--- config.mk ---
export PLATFORM = sky130hd
export DESIGN_NAME = gpio_irq_agg
export DESIGN_NICKNAME = d
export VERILOG_FILES = /design/src/rtl/gpio_irq_pkg.sv /design/src/rtl/gpio_edge_cause.sv /design/src/rtl/gpio_mask_bank.sv /design/src/rtl/gpio_irq_summary.sv /design/src/rtl/gpio_irq_agg.sv
export SDC_FILE = /design/constraint.sdc
export NUM_CORES = 1
export LEC_CHECK = 0
export ABC_AREA = 1
export ABC_CLOCK_PERIOD_IN_PS = 2950
export BUFFER_PORTS_ARGS = -buffer_cell sky130_fd_sc_hd__clkbuf_2
export CAP_MARGIN = 20
export CORE_MARGIN = 5
export CORE_UTILIZATION = 40
export CTS_BUF_LIST = sky130_fd_sc_hd__clkbuf_4 sky130_fd_sc_hd__clkbuf_8
export DETAILED_ROUTE_END_ITERATION = 6
export PLACE_DENSITY = 0.64
export SLEW_MARGIN = 20
export SYNTH_ARGS = -nofsm -noshare
export SYNTH_HDL_FRONTEND = slang
export SYNTH_HIERARCHICAL = 1
export SYNTH_SLANG_ARGS = --single-unit
export TNS_END_PERCENT = 100
--- constraint.sdc ---
create_clock -name clk -period 2.95 [get_ports clk]
set_input_delay 0.295 -clock clk [delete_from_list [all_inputs] [get_ports clk]]
set_output_delay 0.295 -clock clk [all_outputs]
set_load 0.1 [all_outputs]
--- src/rtl/gpio_irq_pkg.sv ---
package gpio_irq_pkg;
  localparam logic [7:0] OFF_CAUSE = 8'h14;

  function automatic logic [7:0] emask_off(input int cpu);
    return (cpu == 0) ? 8'h18 : 8'h30;
  endfunction

  function automatic logic [7:0] lmask_off(input int cpu);
    return (cpu == 0) ? 8'h1C : 8'h34;
  endfunction
endpackage

--- src/rtl/gpio_edge_cause.sv ---
module gpio_edge_cause #(
  parameter int LINES = 32
) (
  input  logic             clk,
  input  logic             rst_n,
  input  logic [LINES-1:0] line_in,
  input  logic             clr_en,
  input  logic [LINES-1:0] clr_keep,
  output logic [LINES-1:0] cause_q
);
  logic [LINES-1:0] prev_q;
  logic [LINES-1:0] rise;
  logic [LINES-1:0] cause_d;
  logic             cause_en;

  // a new edge is ORed in after the clear, so the set wins
  always_comb begin
    rise     = line_in & ~prev_q;
    cause_d  = clr_en ? (cause_q & clr_keep) : cause_q;
    cause_d  = cause_d | rise;
    cause_en = clr_en | (|rise);
  end

  always_ff @(posedge clk or negedge rst_n) begin
    if (!rst_n) begin
      prev_q  <= '0;
      cause_q <= '0;
    end else begin
      prev_q <= line_in;
      if (cause_en) cause_q <= cause_d;
    end
  end
endmodule

--- src/rtl/gpio_mask_bank.sv ---
module gpio_mask_bank #(
  parameter int LINES = 32
) (
  input  logic             clk,
  input  logic             rst_n,
  input  logic             wr_edge,
  input  logic             wr_level,
  input  logic [LINES-1:0] wdata,
  output logic [LINES-1:0] edge_mask,
  output logic [LINES-1:0] level_mask
);
  logic [LINES-1:0] edge_d, level_d;

  always_comb begin
    edge_d  = wr_edge  ? wdata : edge_mask;
    level_d = wr_level ? wdata : level_mask;
  end

  always_ff @(posedge clk or negedge rst_n) begin
    if (!rst_n) begin
      edge_mask  <= '0;
      level_mask <= '0;
    end else begin
      if (wr_edge)  edge_mask  <= edge_d;
      if (wr_level) level_mask <= level_d;
    end
  end
endmodule

--- src/rtl/gpio_irq_summary.sv ---
module gpio_irq_summary #(
  parameter int LINES = 32,
  parameter int GROUP = 8,
  localparam int NGRP = LINES / GROUP
) (
  input  logic             clk,
  input  logic             rst_n,
  input  logic [LINES-1:0] line_in,
  input  logic [LINES-1:0] cause,
  input  logic [LINES-1:0] edge_mask,
  input  logic [LINES-1:0] level_mask,
  output logic [NGRP-1:0]  sum_q
);
  logic [LINES-1:0] pending;
  logic [NGRP-1:0]  sum_d;

  always_comb pending = (line_in & level_mask) | (cause & edge_mask);

  for (genvar g = 0; g < NGRP; g++) begin : g_grp
    assign sum_d[g] = |pending[g*GROUP +: GROUP];
  end

  always_ff @(posedge clk or negedge rst_n) begin
    if (!rst_n) sum_q <= '0;
    else        sum_q <= sum_d;
  end
endmodule

--- src/rtl/gpio_irq_agg.sv ---
module gpio_irq_agg
  import gpio_irq_pkg::*;
#(
  parameter int LINES    = 32,
  parameter int GROUP    = 8,
  parameter int ADDR_W   = 8,
  parameter bit DUAL_CPU = 1'b1,
  localparam int NGRP = LINES / GROUP,
  localparam int NCPU = DUAL_CPU ? 2 : 1
) (
  input  logic              clk,
  input  logic              rst_n,
  input  logic [LINES-1:0]  line_in,
  input  logic              reg_wr,
  input  logic [ADDR_W-1:0] reg_addr,
  input  logic [LINES-1:0]  reg_wdata,
  output logic [LINES-1:0]  reg_rdata,
  output logic [NGRP-1:0]   irq_sum0,
  output logic [NGRP-1:0]   irq_sum1
);
  logic                       wr_cause;
  logic [LINES-1:0]           cause;
  logic [1:0][LINES-1:0]      emask;
  logic [1:0][LINES-1:0]      lmask;
  logic [1:0][NGRP-1:0]       sum;

  assign wr_cause = reg_wr && (reg_addr == ADDR_W'(OFF_CAUSE));

  gpio_edge_cause #(.LINES(LINES)) u_cause (
    .clk      (clk),
    .rst_n    (rst_n),
    .line_in  (line_in),
    .clr_en   (wr_cause),
    .clr_keep (reg_wdata),
    .cause_q  (cause)
  );

  for (genvar c = 0; c < 2; c++) begin : g_cpu
    if (c < NCPU) begin : g_on
      logic wr_e, wr_l;
      assign wr_e = reg_wr && (reg_addr == ADDR_W'(emask_off(c)));
      assign wr_l = reg_wr && (reg_addr == ADDR_W'(lmask_off(c)));

      gpio_mask_bank #(.LINES(LINES)) u_bank (
        .clk        (clk),
        .rst_n      (rst_n),
        .wr_edge    (wr_e),
        .wr_level   (wr_l),
        .wdata      (reg_wdata),
        .edge_mask  (emask[c]),
        .level_mask (lmask[c])
      );

      gpio_irq_summary #(.LINES(LINES), .GROUP(GROUP)) u_sum (
        .clk        (clk),
        .rst_n      (rst_n),
        .line_in    (line_in),
        .cause      (cause),
        .edge_mask  (emask[c]),
        .level_mask (lmask[c]),
        .sum_q      (sum[c])
      );
    end else begin : g_off
      assign emask[c] = '0;
      assign lmask[c] = '0;
      assign sum[c]   = '0;
    end
  end

  always_comb begin
    reg_rdata = '0;
    if (reg_addr == ADDR_W'(OFF_CAUSE))         reg_rdata = cause;
    else if (reg_addr == ADDR_W'(emask_off(0))) reg_rdata = emask[0];
    else if (reg_addr == ADDR_W'(lmask_off(0))) reg_rdata = lmask[0];
    else if (NCPU > 1 && reg_addr == ADDR_W'(emask_off(1))) reg_rdata = emask[1];
    else if (NCPU > 1 && reg_addr == ADDR_W'(lmask_off(1))) reg_rdata = lmask[1];
  end

  assign irq_sum0 = sum[0];
  assign irq_sum1 = sum[1];
endmodule

Word level (Yosys, flattened, before mapping) --
Index checks and enable logic that the tools add are counted.
Storage, ports and cells: bits of input ports 75, output and inout port bits 40, register bits after elaboration 200
Cells by class: bitwise logic cells 11, reduce and logical (&&, ||, !) cells 14, mux-type cells 6, eq/ne operators 5
Operators by type and width (number):
- 32-bit AND | 6
- 32-bit 2-to-1 mux | 6
- 32-bit bitwise OR | 3
- 8-bit OR reduction | 8
- 32-bit inverter | 1
- 32-bit OR reduction | 1
- 8-bit by 5-bit equality test with 1-bit output, second input constant | 3
- 8-bit by 6-bit equality test with 1-bit output, second input constant | 2
- 1-bit logical AND | 5
- 1-bit bitwise OR | 1

Longest topological paths before layout --
Gate-level depths: netlist (run 1).
depth after elaboration 6, mapped depth 12

By module --
Netlist (run 1), hierarchy kept.
Modules (own cells, without submodules):
- gpio_mask_bank | instances 2, seq. area each 1601.5 sq um, cells each 272, area each 2534.9 sq um
- gpio_edge_cause | instances 1, seq. area each 1601.5 sq um, cells each 259, area each 2356.0 sq um
- gpio_irq_agg | instances 1, seq. area each 0.0 sq um, cells each 345, area each 1742.9 sq um
- gpio_irq_summary | instances 2, seq. area each 100.1 sq um, cells each 144, area each 635.6 sq um

Least setup slack after synthesis (run 1) --
OpenSTA, ideal clock, no wires.
path type input -> output, start in reg_addr[6], end out reg_rdata[11], path slack 0.884 ns, stages on the path 8, data arrival time 1.771 ns, cell sequence inv_1 nand2_1 nor2_1 and2_1 buf_2 buf_2 nand2_1 nand3_1
Between the ends: word-level cells in the longest chain between the ends 6, elaborated cells between the ends (all ways) 10
Ends and longest elaborated chain:
- start: declaration | RTL line gpio_irq_agg.sv:15 | input logic [ADDR_W-1:0] reg_addr,
- 8-bit by 6-bit equality test with 1-bit output | RTL line gpio_irq_agg.sv:76 | else if (NCPU > 1 && reg_addr == ADDR_W'(lmask_off(1))) reg_rdata = lmask[1];
- 32-bit 2-to-1 mux | RTL line gpio_irq_agg.sv:76
- 32-bit 2-to-1 mux | RTL line gpio_irq_agg.sv:75 | else if (NCPU > 1 && reg_addr == ADDR_W'(emask_off(1))) reg_rdata = emask[1];
- 32-bit 2-to-1 mux | RTL line gpio_irq_agg.sv:74 | else if (reg_addr == ADDR_W'(lmask_off(0))) reg_rdata = lmask[0];
- 32-bit 2-to-1 mux | RTL line gpio_irq_agg.sv:73 | else if (reg_addr == ADDR_W'(emask_off(0))) reg_rdata = emask[0];
- 32-bit 2-to-1 mux * | RTL line gpio_irq_agg.sv:72 | if (reg_addr == ADDR_W'(OFF_CAUSE)) reg_rdata = cause;
- end: declaration | RTL line gpio_irq_agg.sv:17 | output logic [LINES-1:0] reg_rdata,
Every way passes the cells marked *; elsewhere a longest branch is shown, timed or not.

Worst setup path after layout (run 1) --
start in reg_addr[6], end out reg_rdata[27]
The elaborated chain is that of the path after synthesis.

==> results of run 1 <==
worst min-delay path by stage:
stage | end | slack (ns) | cells past startpoint
finish | g_cpu[0].g_on.u_bank/level_mask[19] | 0.07 | 3
global route | g_cpu[0].g_on.u_bank/level_mask[2] | 0.05 | 3
CTS | g_cpu[0].g_on.u_bank/level_mask[2] | 0.05 | 3
detailed placement | g_cpu[0].g_on.u_bank/edge_mask[25] | 0.41 | 1
global placement | u_cause/prev_q[25] | 0.41 | 1
floorplan | g_cpu[0].g_on.u_bank/edge_mask[0] | -0.0006 | 0
metal layers:
metal / part of all wire, % / track usage (%)
met1: 46 / 27.97
met2: 48 / 34.19
met3: 4.5 / 3.149
met4: 1.4 / 4.926
met5: 0 / 0
kinds of logic after synthesis:
kind of cell / count (synthesis) / share of synthesized area (%)
and+or+nand+nor: 1024 / 41.13
buffers and inverters: 212 / 10.93
DFF: 200 / 47.94
power by group through the flow:
stage               Combinational, mW  Sequential [mW]  Clock (mW)
floorplan                       0.260             3.29           0
global placement                0.819             3.03           0
detailed placement              0.829             3.03           0
CTS                             0.867             2.98        1.97
global route                    0.944             3.00        2.07
finish                          0.859             2.98        1.92
area by class of cell:
cell class	count	area, um^2
Fill cell	2533	13500
Sequential cell	200	5005
Multi-Input combinational cell	1024	4332
Timing Repair Buffer	172	1615
Inverter	157	614.3
Tap cell	335	419.2
Clock buffer	18	241.5
Clock inverter	14	185.2
Antenna cell	1	2.502
flip-flops by register name, summed over array words and instances, names as in the netlist:
register,cells
g_cpu.g_on.u_sum/sum_q,8
g_cpu.g_on.u_bank/level_mask,64
g_cpu.g_on.u_bank/edge_mask,64
u_cause/prev_q,32
u_cause/cause_q,32
layout by cell type (no fill, tap or decap):
cell | synthesis | routed
buf_12 | 5 | 35
clkinv_4 | 0 | 2
nand3_2 | 27 | 27
nor3_2 | 0 | 1
inv_8 | 2 | 4
nand2_1 | 765 | 765
clkbuf_4 | 0 | 1
nand3_1 | 69 | 69
bufinv_16 | 0 | 3
clkinvlp_4 | 0 | 2
nor2_4 | 1 | 5
nand4_1 | 9 | 9
nor2_2 | 1 | 2
dfrtp_1 | 200 | 200
nor2_1 | 87 | 82
nor3_1 | 2 | 1
and2_1 | 1 | 1
diode_2 | 0 | 1
inv_6 | 2 | 6
clkbuf_8 | 0 | 18
inv_2 | 4 | 4
nand2_2 | 61 | 61
and2_4 | 1 | 1
inv_1 | 149 | 149
dlygate4sd3_1 | 0 | 33
buf_4 | 10 | 22
clkinv_2 | 0 | 1
clkbuf_2 | 0 | 81
per-stage QoR:
| step | utilization, % | power, mW | instances | hold WS (ns) | worst slack (ns) |
|---|---|---|---|---|---|
| floorplan | - | 3.550 | 1436 | -0.0005911 | 0.8841 |
| detailed placement | 44.98 | 3.860 | 1855 | 0.4149 | 0.7125 |
| global route | 47.90 | 6.012 | 1920 | 0.05113 | 0.5252 |
| finish | 47.91 | 5.757 | 1921 | 0.07410 | 0.7238 |
| global placement | 44.98 | 3.847 | 1855 | 0.4088 | 0.7392 |
| CTS | 47.90 | 5.818 | 1920 | 0.04924 | 0.7117 |
worst max-delay path, stage by stage:
cell and delay [ns]:
clkbuf_2 0.08, inv_1 0.04, nand2_1 0.09, nor2_4 0.45
buf_4 0.39, nand3_1 0.12, nand2_1 0.09, nor2_1 0.05
nand3_1 0.12, buf_12 0.19
what timing repair did:
action                                 in CTS  in global routing
buffers inserted                            0                  0
setup endpoints to repair                   0                  0
endpoints found under the hold margin     115                  0
hold buffers                               33                  0
==> run_results.csv, run 1 <==
group,metric,value,unit
setup_path,endpoint_kind,"output port",
sta,tightest_slew,0.7505,ns
synthesis,yosysWarnings,6,
grt,grt_max_degree,88,
synthesis,avgSynthCellArea,7.270,um^2
sta,finalCritPeriodShare,75.46,%
setup_path,crit_end,"reg_rdata[27]",
sta,finClkSkew,0.01991,ns
synthesis,synth_top_area_share,47.94,%
grt,antenna_found_initial,0,
synthesis,synth_common_cells,"765 x nand2_1, 200 x dfrtp_1, 149 x inv_1",
power,powerDensity,463.7,mW/mm^2
clock_tree,cts.sinks,200,
clock_tree,clk_path_buf_depth,2,
synthesis,synth-seq-cells,200,
sta,period_minus_slack,2.226,ns
synthesis,ys_async_sr_fraction,100.0,%
power,clkPwrFrac,33.4,%
clock_tree,clock_latency,0.48,ns
setup_path,critPathLaunchType,"input pin",
route,wl_per_cell,15.16,um
clock_tree,root_buffer,"clkbuf_8",
die,die_x,171.6,um
grt,grt_pass1_wl,47.53,mm
power,combinationalPowerShare,14.9,%
place,place_congestion,0.8448,
clock_tree,cts_tree,"built",
finish,nets,1647,
finish,fin_area,0.01241,mm^2
finish,areaGrowthSynthToFinish,18.91,%
power,p_int,3.972,mW
route,wl,29.12,mm
job,drv_cap,0,
synthesis,synth_area,0.01044,mm^2
setup_path,cp_max_fo,23,
synthesis,synth.area.top_cells,"dfrtp_1 48%, nand2_1 28%, inv_1 5.4%",
clock_tree,cts-resized-gates,0,
status,status,"finished, final reports clean",
synthesis,synth_cell_type_count,22,
power,ir_worst_vdd,0.2870,mV
grt,overflow,0,
hold_path,min_from,"reg_wdata[19]",
setup_path,reg2reg_to,"g_cpu[1].g_on.u_sum/sum_q[0]",
die,die_y,171.6,um
sta,finalMaxSlewViolations,0,
setup_path,rr_startpoint,"u_cause/cause_q[4]",
setup_path,critPathLaunch,"reg_addr[6]",
sta,final-setup-viol-count,0,
setup_path,worstSetupPathType,"input pin to output port",
hold_path,hold_class,"input pin to flop",
sta,rsz0062_at_grt,"false",
setup_path,worstPathArrival,1.93,ns
synthesis,synthesis.nets,1511,
die,ios,115,
synthesis,synthFlopType,"dfrtp_1",
die,die_area,0.02943,mm^2
route,drc,0,
synthesis,synth_cells,1436,
route,drtIter0Drc,820,
clock_tree,cts_max_level,4,
clock_tree,cts_buffers,17,
finish,drive_above_1_share,17.41,%
synthesis,synth_edf_count,0,
route,routed_via_density,4.724,
grt,grt_pass1_vias,8741,
place,hpwl,19.81,mm
die,start_util,40.29,%
sta,tns,0,ns
route,dr.pass1.iters,5,
power,power_leakage,6.942,nW
grt,groute.usage.overall,20.41,%
route,vias,9074,
setup_path,reg2reg_depth,6,
sta,finalHoldViolCount,0,
sta,max_freq,449.2,MHz
setup_path,reg2reg_slack,1.90,ns
setup_path,required,2.65,ns
synthesis,ys_seq_area_share,47.94,%
synthesis,yosysMostFrequentCell,"nand2_1",
sta,maxSlewHeadroom,49.97,%
route,ant_nets,0,
power,swShare,31.00,%
power,p_sw,1.784,mW
clock_tree,path_clk_slew,0.12,ns
die,rows,59,
synthesis,yosys.area.top_type,"dfrtp_1",
power,p_seq_share,51.7,%
place,place_area,0.01165,mm^2
die,coreArea,0.02591,mm^2
place,port_buffers,114,
Note: power is estimated with default switching activity, not from simulation.
==> run 2: changes to the inputs <==
- ABC_AREA: 1 -> 0
- ABC_CLOCK_PERIOD_IN_PS: 2950 -> 2070
- clock period: 2.95 -> 2.07 ns (I/O delays scaled with it)
==> run 2 against run 1 <==
Via count is 20% lower; global-route usage is 0.63 points lower; clock power is 45% higher; sequential cell count stayed put; final cell count is 34% lower; register-to-register slack worse by 1.1 ns; power is 48% higher; critical path depth is 1 lower; sequential power is 43% higher; worst hold slack worse by 0.051 ns; sequential share of layout area is 1.0 points lower; first-iteration DRC count is 27% lower; critical path type unchanged; highest routed layer is now met5.
==> run_results.csv, run 2 <==
group,metric,value,unit
status,status,"finished, final reports clean",
synthesis,synth-adder-area-share,0,%
route,wl,28.81,mm
synthesis,synth_area,0.01017,mm^2
grt,groute.usage.overall,19.78,%
place,hpwl,19.92,mm
setup_path,worstPathArrival,1.80,ns
synthesis,synth_common_cells,"200 x dfrtp_1, 120 x mux2_4, 93 x a22o_1",
route,drc,0,
clock_tree,path_clk_slew,0.10,ns
setup_path,cp_max_fo,16,
setup_path,worstSetupPathType,"input pin to output port",
route,ant_nets,0,
clock_tree,cts_buffers,17,
die,die_y,169.5,um
synthesis,ys_async_sr_fraction,100.0,%
power,swShare,29.12,%
synthesis,synthFlopType,"dfrtp_1",
place,port_buffers,114,
finish,areaGrowthSynthToFinish,25.21,%
finish,fin_area,0.01274,mm^2
synthesis,yosys.area.top_type,"dfrtp_1",
clock_tree,clk_path_buf_depth,2,
job,drv_cap,0,
finish,final_cell_mix,"198 x dfrtp_1, 120 x mux2_4, 80 x clkbuf_2, 72 x a22o_1, 46 x buf_12",
setup_path,required,1.86,ns
clock_tree,cts_max_level,4,
sta,maxSlewHeadroom,63.73,%
power,clkPwrFrac,32.6,%
synthesis,ys_seq_area_share,49.19,%
power,combinationalPowerShare,17.5,%
place,place_ws,-0.007120,ns
setup_path,crit_end,"reg_rdata[19]",
synthesis,synth_top_family_by_area,"compound AO/OA/AOI/OAI gates",
sta,period_minus_slack,2.004,ns
synthesis,synth_edf_count,0,
sta,finalMaxSlewViolations,0,
place,dp_cells,1208,
grt,grt_pass1_wl,44.37,mm
die,ios,115,
finish,layout_commonest_cell,"dfrtp_1",
die,start_util,40.52,%
power,p_sw,2.488,mW
place,place_congestion,0.8396,
synthesis,yosys-mux-area-fraction,18.59,%
finish,fillCellCount,2201,
die,die_x,169.5,um
die,die_area,0.02873,mm^2
finish,drive_above_1_share,43.29,%
setup_path,critPathLaunch,"reg_addr[3]",
synthesis,synth.area.top_cells,"dfrtp_1 49%, mux2_4 18%, a22o_1 8.0%",
setup_path,reg2reg_slack,0.77,ns
synthesis,synth_cell_type_count,32,
route,dr.pass1.iters,5,
synthesis,synthSimpleGateAreaFrac,6.210,%
synthesis,synthesis.nets,843,
finish,stdcell_count,1277,
sta,finClkSkew,0.01338,ns
sta,max_freq,499.0,MHz
setup_path,critPathLaunchType,"input pin",
hold_path,hold_class,"input pin to flop",
setup_path,reg2reg_to,"g_cpu[0].g_on.u_sum/sum_q[0]",
synthesis,synth_top_area_share,49.19,%
synthesis,synth_compound_area_share,20.08,%
route,vias,7229,
power,p_int,6.055,mW
setup_path,endpoint_kind,"output port",
grt,antenna_found_initial,2,
sta,setup_ws,0.06600,ns
route,routed_via_density,5.661,
sta,final-setup-viol-count,0,
setup_path,reg2reg_depth,3,
finish,n_antenna_cell,0,
clock_tree,cts.sinks,200,
power,power_leakage,5.710,nW
sta,rsz0062_at_grt,"false",
route,drtIter0Drc,599,
synthesis,synth_xor_area_share,0,%
synthesis,avgSynthCellArea,13.25,um^2
sta,tightest_slew,0.5464,ns
route,wl_per_cell,22.56,um
clock_tree,cts_tree,"built",
clock_tree,root_buffer,"clkbuf_8",
power,p_seq_share,49.9,%
finish,nets,1009,
power,ir_worst_vdd,0.7139,mV
sta,finalCritPeriodShare,96.81,%
die,rows,58,
grt,grt_pass1_vias,7466,
power,powerDensity,670.6,mW/mm^2
synthesis,synth-seq-cells,200,
setup_path,rr_startpoint,"u_cause/cause_q[3]",
clock_tree,clock_latency,0.47,ns
sta,finalHoldViolCount,0,
synthesis,yosysMostFrequentCell,"dfrtp_1",
place,place_area,0.01181,mm^2
synthesis,synth_cells,768,
finish,reg_top3,"g_cpu.g_on.u_bank/edge_mask x64, g_cpu.g_on.u_bank/level_mask x64",
grt,grt_max_degree,60,
die,coreArea,0.02511,mm^2
grt,overflow,0,
synthesis,yosysWarnings,6,
## run 2: changes by cell type after synthesis, moves of 32 or more
cell	previous run	this run
nand2_2	61	0
a22oi_1	0	35
inv_1	149	35
mux2_4	0	120
nor2_1	87	34
nand3_1	69	1
a22o_1	0	93
nand2b_1	0	34
a221oi_2	0	32
nand2_1	765	33
## run 2: layout make-up
| class | count | area [um^2] | share of cell area, % |
|---|---|---|---|
| clock buffers | 21 | 276.5 | 2.170 |
| clock inverters | 11 | 170.2 | 1.336 |
| inverters | 35 | 131.4 | 1.031 |
| multi-input cells | 481 | 4771 | 37.45 |
| flip-flops and latches | 200 | 5007 | 39.30 |
| well taps | 330 | 412.9 | 3.241 |
| repair buffers | 199 | 1971 | 15.47 |
## run 2: repair_timing
item	4_1_cts	5_1_grt
pin swaps	0	20
hold buffers	33	0
buffers inserted	0	3
gates resized for setup	1	24
cloned	0	1
hold endpoints to repair	87	0
setup endpoints to repair	1	29
## run 2: worst max-delay path: stages
cell,delay (ns)
buf_2,0.16
buf_6,0.16
nor2b_4,0.15
buf_12,0.15
buf_12,0.14
a22oi_1,0.09
a221oi_2,0.33
a22o_2,0.22
buf_12,0.17
## run 2: per-stage QoR
stage	setup TNS, ns	power [mW]	hold slack, ns	utilization [%]
after floorplan	0	5.211	-0.08859	-
after global placement	0	5.742	0.2386	47.02
after detailed placement	-0.007120	5.754	0.2369	47.02
after CTS	0	8.584	0.004808	50.14
after global routing	0	8.875	0.001038	50.74
final	0	8.543	0.02304	50.74
## run 2: how the worst min path moves through the flow
stage	cells after the start	to	slack [ns]	start
3_3_place_gp	1	g_cpu[1].g_on.u_sum/sum_q[0]	0.24	rst_n
5_1_grt	2	g_cpu[0].g_on.u_bank/edge_mask[7]	0.001	reg_wdata[7]
6_report	2	g_cpu[0].g_on.u_bank/edge_mask[7]	0.02	reg_wdata[7]
4_1_cts	2	g_cpu[1].g_on.u_bank/edge_mask[29]	0.005	reg_wdata[29]
3_5_place_dp	1	g_cpu[1].g_on.u_sum/sum_q[0]	0.24	rst_n
2_1_floorplan	0	g_cpu[0].g_on.u_bank/edge_mask[0]	-0.09	rst_n
## run 2: power by group through the flow
| stage | sequential, mW | clock (mW) | combinational (mW) |
|---|---|---|---|
| 3_3_place_gp | 4.33 | 0 | 1.41 |
| 2_1_floorplan | 4.69 | 0 | 0.520 |
| 3_5_place_dp | 4.33 | 0 | 1.42 |
| 4_1_cts | 4.26 | 2.85 | 1.48 |
| 6_report | 4.26 | 2.78 | 1.50 |
| 5_1_grt | 4.29 | 3.01 | 1.57 |
## run 2: logic make-up after synthesis
family                 Yosys count
muxes                          128
AOI/OAI and AO/OA              230
and+or+nand+nor                122
DFF                            200
buffers and inverters           88
## run 2: metal layers
metal  vias to the layer above  share of wire (%)  global-route usage, %
li1                       3245                  -                      -
met1                      3676                 45                  27.96
met2                       259                 48                  31.68
met3                        45                5.7                  3.750
met4                         4                1.8                  4.795
met5                         -              0.073                      0
